[src/rtl/sc_status_flags.sv]
module sc_status_flags #(
  parameter int GM0_HALVES = 5,
  parameter int GM1_HALVES = 2
) (
  input  logic       clk,
  input  logic       rst_n,
  input  logic       tx_en,
  input  logic       guard_mode,
  input  logic       half_tick,
  input  logic       tx_load,
  input  logic       char_sent,
  input  logic       rx_end,
  input  logic [7:0] rx_data,
  input  logic       rx_par,
  input  logic       rx_mpb,
  input  logic       par_odd,
  input  logic       err_low,
  input  logic       rd_en,
  input  logic       wr_en,
  input  logic [7:0] wr_data,
  input  logic       dma_wr,
  input  logic       dma_rd,
  output logic [7:0] status,
  output logic       tx_end
);
  localparam int MAXH = (GM0_HALVES > GM1_HALVES) ? GM0_HALVES : GM1_HALVES;
  localparam int CW   = $clog2(MAXH + 1);

  logic tdre, rdrf, orer, ers, per, tend, mpb, mpbt;
  logic [4:0] armed;
  logic [CW-1:0] cnt;
  logic run;

  assign status = {tdre, rdrf, orer, ers, per, tend, mpb, mpbt};
  assign tx_end = tend;

  wire [4:0] clr     = wr_en ? (armed & ~wr_data[7:3]) : 5'b0;
  wire       rx_bad  = rx_end && ((^{rx_data, rx_par}) != par_odd);
  wire       rx_good = rx_end && !rx_bad;
  wire       tx_clr  = clr[4] | dma_wr;
  wire       fire    = run && half_tick && (cnt == CW'(1));

  always_ff @(posedge clk or negedge rst_n) begin
    if (!rst_n) begin
      tdre <= 1'b1; rdrf <= 1'b0; orer <= 1'b0; ers <= 1'b0;
      per  <= 1'b0; tend <= 1'b1; mpb  <= 1'b0; mpbt <= 1'b0;
      armed <= '0;
    end else begin
      if (!tx_en || tx_load) tdre <= 1'b1;
      else if (tx_clr)       tdre <= 1'b0;

      if (rx_good)                rdrf <= 1'b1;
      else if (clr[3] || dma_rd)  rdrf <= 1'b0;

      if (rx_end && rdrf) orer <= 1'b1;
      else if (clr[2])    orer <= 1'b0;

      if (err_low)     ers <= 1'b1;
      else if (clr[1]) ers <= 1'b0;

      if (rx_bad)      per <= 1'b1;
      else if (clr[0]) per <= 1'b0;

      if ((!tx_en && !ers) || (fire && tdre && !ers)) tend <= 1'b1;
      else if (tx_clr)                                tend <= 1'b0;

      if (rx_end) mpb  <= rx_mpb;
      if (wr_en)  mpbt <= wr_data[0];

      if (wr_en)      armed <= '0;
      else if (rd_en) armed <= armed | status[7:3];
    end
  end

  always_ff @(posedge clk or negedge rst_n) begin
    if (!rst_n) begin
      cnt <= '0;
      run <= 1'b0;
    end else if (char_sent) begin
      cnt <= guard_mode ? CW'(GM1_HALVES) : CW'(GM0_HALVES);
      run <= 1'b1;
    end else if (run && half_tick) begin
      cnt <= cnt - CW'(1);
      if (cnt == CW'(1)) run <= 1'b0;
    end
  end


  tdre_te_off_chk: assert property (@(posedge clk) disable iff (!rst_n)
    !tx_en |=> tdre);

  tend_te_off_chk: assert property (@(posedge clk) disable iff (!rst_n)
    (!tx_en && !ers) |=> tend);

  orer_set_chk: assert property (@(posedge clk) disable iff (!rst_n)
    (rx_end && rdrf) |=> (orer && rdrf));

  ers_keep_chk: assert property (@(posedge clk) disable iff (!rst_n)
    (ers && !(wr_en && armed[1] && !wr_data[4])) |=> ers);

  per_write_one_chk: assert property (@(posedge clk) disable iff (!rst_n)
    (per && wr_en && wr_data[3]) |=> per);

  tend_ers_block_chk: assert property (@(posedge clk) disable iff (!rst_n)
    (!tend && ers) |=> !tend);
endmodule

[config.mk]
export PLATFORM = sky130hd
export DESIGN_NAME = sc_status_flags
export DESIGN_NICKNAME = d
export VERILOG_FILES = /design/src/rtl/sc_status_flags.sv
export SDC_FILE = /design/constraint.sdc
export NUM_CORES = 1
export LEC_CHECK = 0
export ABC_AREA = 1
export BUFFER_PORTS_ARGS = -buffer_cell sky130_fd_sc_hd__buf_4
export CAP_MARGIN = 30
export CORE_MARGIN = 1.5
export CORE_UTILIZATION = 45
export DETAILED_ROUTE_END_ITERATION = 7
export PLACE_DENSITY_LB_ADDON = 0.1
export SYNTH_ARGS = -nofsm -noshare
export SYNTH_HDL_FRONTEND = slang
export SYNTH_SLANG_ARGS = --single-unit
[constraint.sdc]
create_clock -name clk -period 1.3 [get_ports clk]
set_clock_uncertainty 0.05 [all_clocks]
set_input_delay 0.065 -clock clk [delete_from_list [all_inputs] [get_ports clk]]
set_output_delay 0.065 -clock clk [all_outputs]
set_load 0.01 [all_outputs]
== Yosys cells after proc, flatten, opt, wreduce, memory -nomap -nowiden ==
Cells that the tools add are included.
Storage, ports and cells
  input bits: 32
  output and inout port bits: 9
  memories kept: 0
  memory bits (writable): 0
  latch bits: 0
  ROM bits: 0
  register bits: 17
Cells by class
  order comparisons: 0
  equality and inequality tests: 2
  shifts and indexed selects: 0
  multiplexer cells: 20
  div/mod/pow operators: 0
  reductions and logical operators: 25
  add/sub/neg operators: 1
  multipliers: 0
  bitwise gates (word level): 4
Operators by type and width (count)
  nonzero test 2 bit: 9
  two-way mux 5 bit: 3
  two-way mux 1 bit: 14
  two-way mux 3 bit: 3
  XOR reduction 9 bit: 1
  logical AND 1 bit: 8
  AND 5 bit: 1
  inverter 5 bit: 1
  bitwise OR 5 bit: 1
  == test 3 x 1 -> 1 bit, second input constant: 1
  logical NOT 1 bit: 3
  logical OR 1 bit: 3
  subtractor 3 x 1 -> 3 bit, second input constant: 1
  AND reduction 2 bit: 1
  inequality test 1 bit: 1
  bitwise OR 1 bit: 1

== Longest topological paths before layout ==
  depth after elaboration: 6
  depth in mapped cells: 11
  depth with buffers taken out: 11

== Worst setup path after synthesis ==
Ideal clock, no wire load.
  path kind: register -> register
  start point: register cnt[0]
  end point: register cnt[1]
  setup slack: 0.231 ns
  data required time: 1.129 ns
  stages on the path, launching flop included: 5
  buffers on the path: 0
  data arrival time: 0.898 ns
  period minus slack after synthesis: 1.069 ns
  cell sequence: dfrtp_1 > inv_1 > ha_1 > o21ai_0 > a22o_1
On the way
  longest elaborated chain between the ends: 3
RTL lines
  start, declared: RTL line 31  | logic [CW-1:0] cnt;
  start signal, assigned: RTL line 80  | cnt <= guard_mode ? CW'(GM1_HALVES) : CW'(GM0_HALVES);
  start signal, assigned: RTL line 83  | cnt <= cnt - CW'(1);
  subtractor 3 x 1 -> 3 bit: RTL line 83
  two-way mux 3 bit: RTL line 82  | end else if (run && half_tick) begin
  two-way mux 3 bit: RTL line 79  | end else if (char_sent) begin
No other way between the ends. The select of a mux whose other input is x is not followed.
A chain may end at the register's enable or synchronous reset.

==> metrics.yaml <==
global_route:
  overflow: 0
  grt_pass1_wl_um: 3750
  grt_pass1_vias: 955
  antenna_found_initial: 0
  grt_max_degree: 18
  grt_usage_pct: 18.5
setup_path:
  path_max_fanout: 4
  arrival_ns: 1.40
  critPathLaunchType: "input pin"
  crit_path_end_kind: "flop"
  critPathKind: "in2reg"
  cp.required_ns: 1.44
pwr:
  power.leakage_nw: 0.812
  swShare_pct: 29.8
  p_clk_share_pct: 21.9
  p_int_mw: 0.917
  vdd_ir_drop_max_mv: 0.504
  power.switching_mw: 0.389
  p_comb_share_pct: 29.7
  power_frac_seq_pct: 48.5
  power_density_nw_per_um2: 893
cells_and_area:
  area_growth_pct: 41.5
  layout_common_cells: "nand2_1, buf_4, inv_1, dfrtp_1, dlygate4sd3_1"
  final_common_cell: "nand2_1"
  diodes: 0
  nFillCells: 204
  fin_cells: 220
  finalNetCount: 227
  final_layout_size_suffix_gt1_share_pct: 25.5
timing:
  setup_violations: 0
  slew_viol_final: 0
  relSlewSlack_pct: 85.6
  max_clock_freq_ghz: 0.796
  min_period_ns: 1.26
  rsz0062_at_grt: "false"
  period_share_pct: 96.6
  worst_slew_pin_slew_ns: 0.216
  setup_tns_ns: 0
  hold_viol_final: 0
routing:
  wl_per_cell_um: 9.67
  viasPerCell: 4.56
  drc: 0
  first_iter_violations: 11
  wirelength_um: 2130
  num_vias: 1004
  final_antenna_net_count: 0
  firstDrtPassIters: 4
placement:
  hpwl_um: 1640
  place.gp.congestion: 0.745
  port_buffers: 38
  dpl.cell_count: 201
synthesis:
  netlist_instances: 144
  syn_area_um2: 1030
  synth_nets: 178
  ys_types: 21
  synthFlopType: "dfrtp_1"
  async_reset_ff_share_pct: 100
  syn_area_per_cell_um2: 7.18
  yosys_register_bits: 17
  ys_warn_count: 0
  synth_edf_count: 0
  seq_area_frac_synth_pct: 41.4
run:
  cap_violations: 0
clock_tree:
  cts_sinks: 17
  cts_root_buffer: "clkbuf_4"
  cts_buffers: 3
  worstSkewPairLatency_ns: 0.29
  ctsResizeCount: 0
  clockBufferDepth: 2
  cts_max_level: 1
  tritoncts: "built"
  clk_pin_slew_worst_paths_ns: 0.10
status:
  status: "complete, no violations"
min_path:
  hp-class: "in2reg"
floorplan:
  die_w_um: 50.9
  core_um2: 2190
  num_rows: 17
  die_h_um: 50.9
  ios: 41
  die_area_um2: 2590
  initial_core_util_pct: 47.2
==> logic make-up after synthesis <==
group | synth area share, %
AND/OR/NAND/NOR | 28.9
adder cells (fa/ha/maj) | 2.42
buffers and inverters | 15.3
flip-flops | 41.4
AO/OA/AOI/OAI | 9.44
XOR/XNOR | 2.54
==> synthesized netlist by cell type, types with 3 or more instances <==
cell	instances	area share, %
a21oi_1	5	2.4
buf_4	9	6.5
dfrtp_1	15	36
inv_1	21	7.6
inv_2	3	1.1
nand2_1	52	19
nand2_2	3	1.8
nand3_1	9	4.4
nor2_1	6	2.2
o211ai_1	3	2.2
o21ai_0	4	1.9
==> registers in the layout (all words and copies together), names as in the netlist <==
| signal | flops |
|---|---|
| mpbt | 1 |
| run | 1 |
| armed | 5 |
| per | 1 |
| tx_end | 1 |
| cnt | 3 |
| ers | 1 |
| orer | 1 |
| rdrf | 1 |
| tdre | 1 |
| mpb | 1 |
==> worst paths after layout <==
path	end	from	slack [ns]	depth (start not counted)
worst max-delay path	mpb	rx_end	0.04	5
worst min-delay path	armed[4]	rd_en	0.00005	3
worst max register to register	cnt[1]	cnt[0]	0.15	4
worst min register to register	tx_end	ers	0.45	1
max in group asynchronous	tdre	rst_n	0.83	2
min in group asynchronous	mpbt	rst_n	0.11	2
==> area by class of cell <==
cell class	count	area, µm²	area share [%]
repair buffers	53	435	29.8
inverters	24	90.1	6.16
well taps	28	35.0	2.40
multi-input cells	94	448	30.6
clock buffers	4	26.3	1.80
flip-flops and latches	17	428	29.3
==> metal layers <==
layer	track usage, %	vias up	share of wire (%)
met2	34.8	25	53
met3	2.34	2	3.8
met5	0	-	0
met4	5.41	0	0.80
li1	-	535	-
met1	21.6	442	43
==> timing repair <==
action,CTS,global route
setup buffers,0,0
hold buffers,15,0
endpoints found under the hold margin,31,0
==> critical path, cell delays in order <==
cell	delay, ns
dlygate4sd3_1	0.54
buf_4	0.15
nand2_1	0.05
dlygate4sd3_1	0.54
nand2_1	0.05
==> power by group through the flow <==
stage          clock [mW]  sequential, mW  combinational (mW)
2_1_floorplan           0           0.633               0.233
3_3_place_gp            0           0.641               0.344
3_5_place_dp            0           0.643               0.355
4_1_cts             0.291           0.632               0.391
5_1_grt             0.312           0.642               0.444
6_report            0.285           0.633               0.387
==> through the flow <==
| stage | area, µm² | utilization [%] | hold WS [ns] | power (mW) | setup WS (ns) |
|---|---|---|---|---|---|
| floorplan | 1030 | - | -0.281 | 0.866 | 0.231 |
| finish | 1460 | 66.8 | 0.0000538 | 1.31 | 0.0443 |
| CTS | 1460 | 66.8 | 0.000239 | 1.31 | 0.0695 |
| global placement | 1290 | 58.7 | -0.109 | 0.986 | 0.194 |
| global route | 1460 | 66.8 | 0.00833 | 1.40 | 0.0165 |
| detailed placement | 1290 | 58.7 | -0.109 | 0.998 | 0.160 |
(Power assumes the default switching activity.)
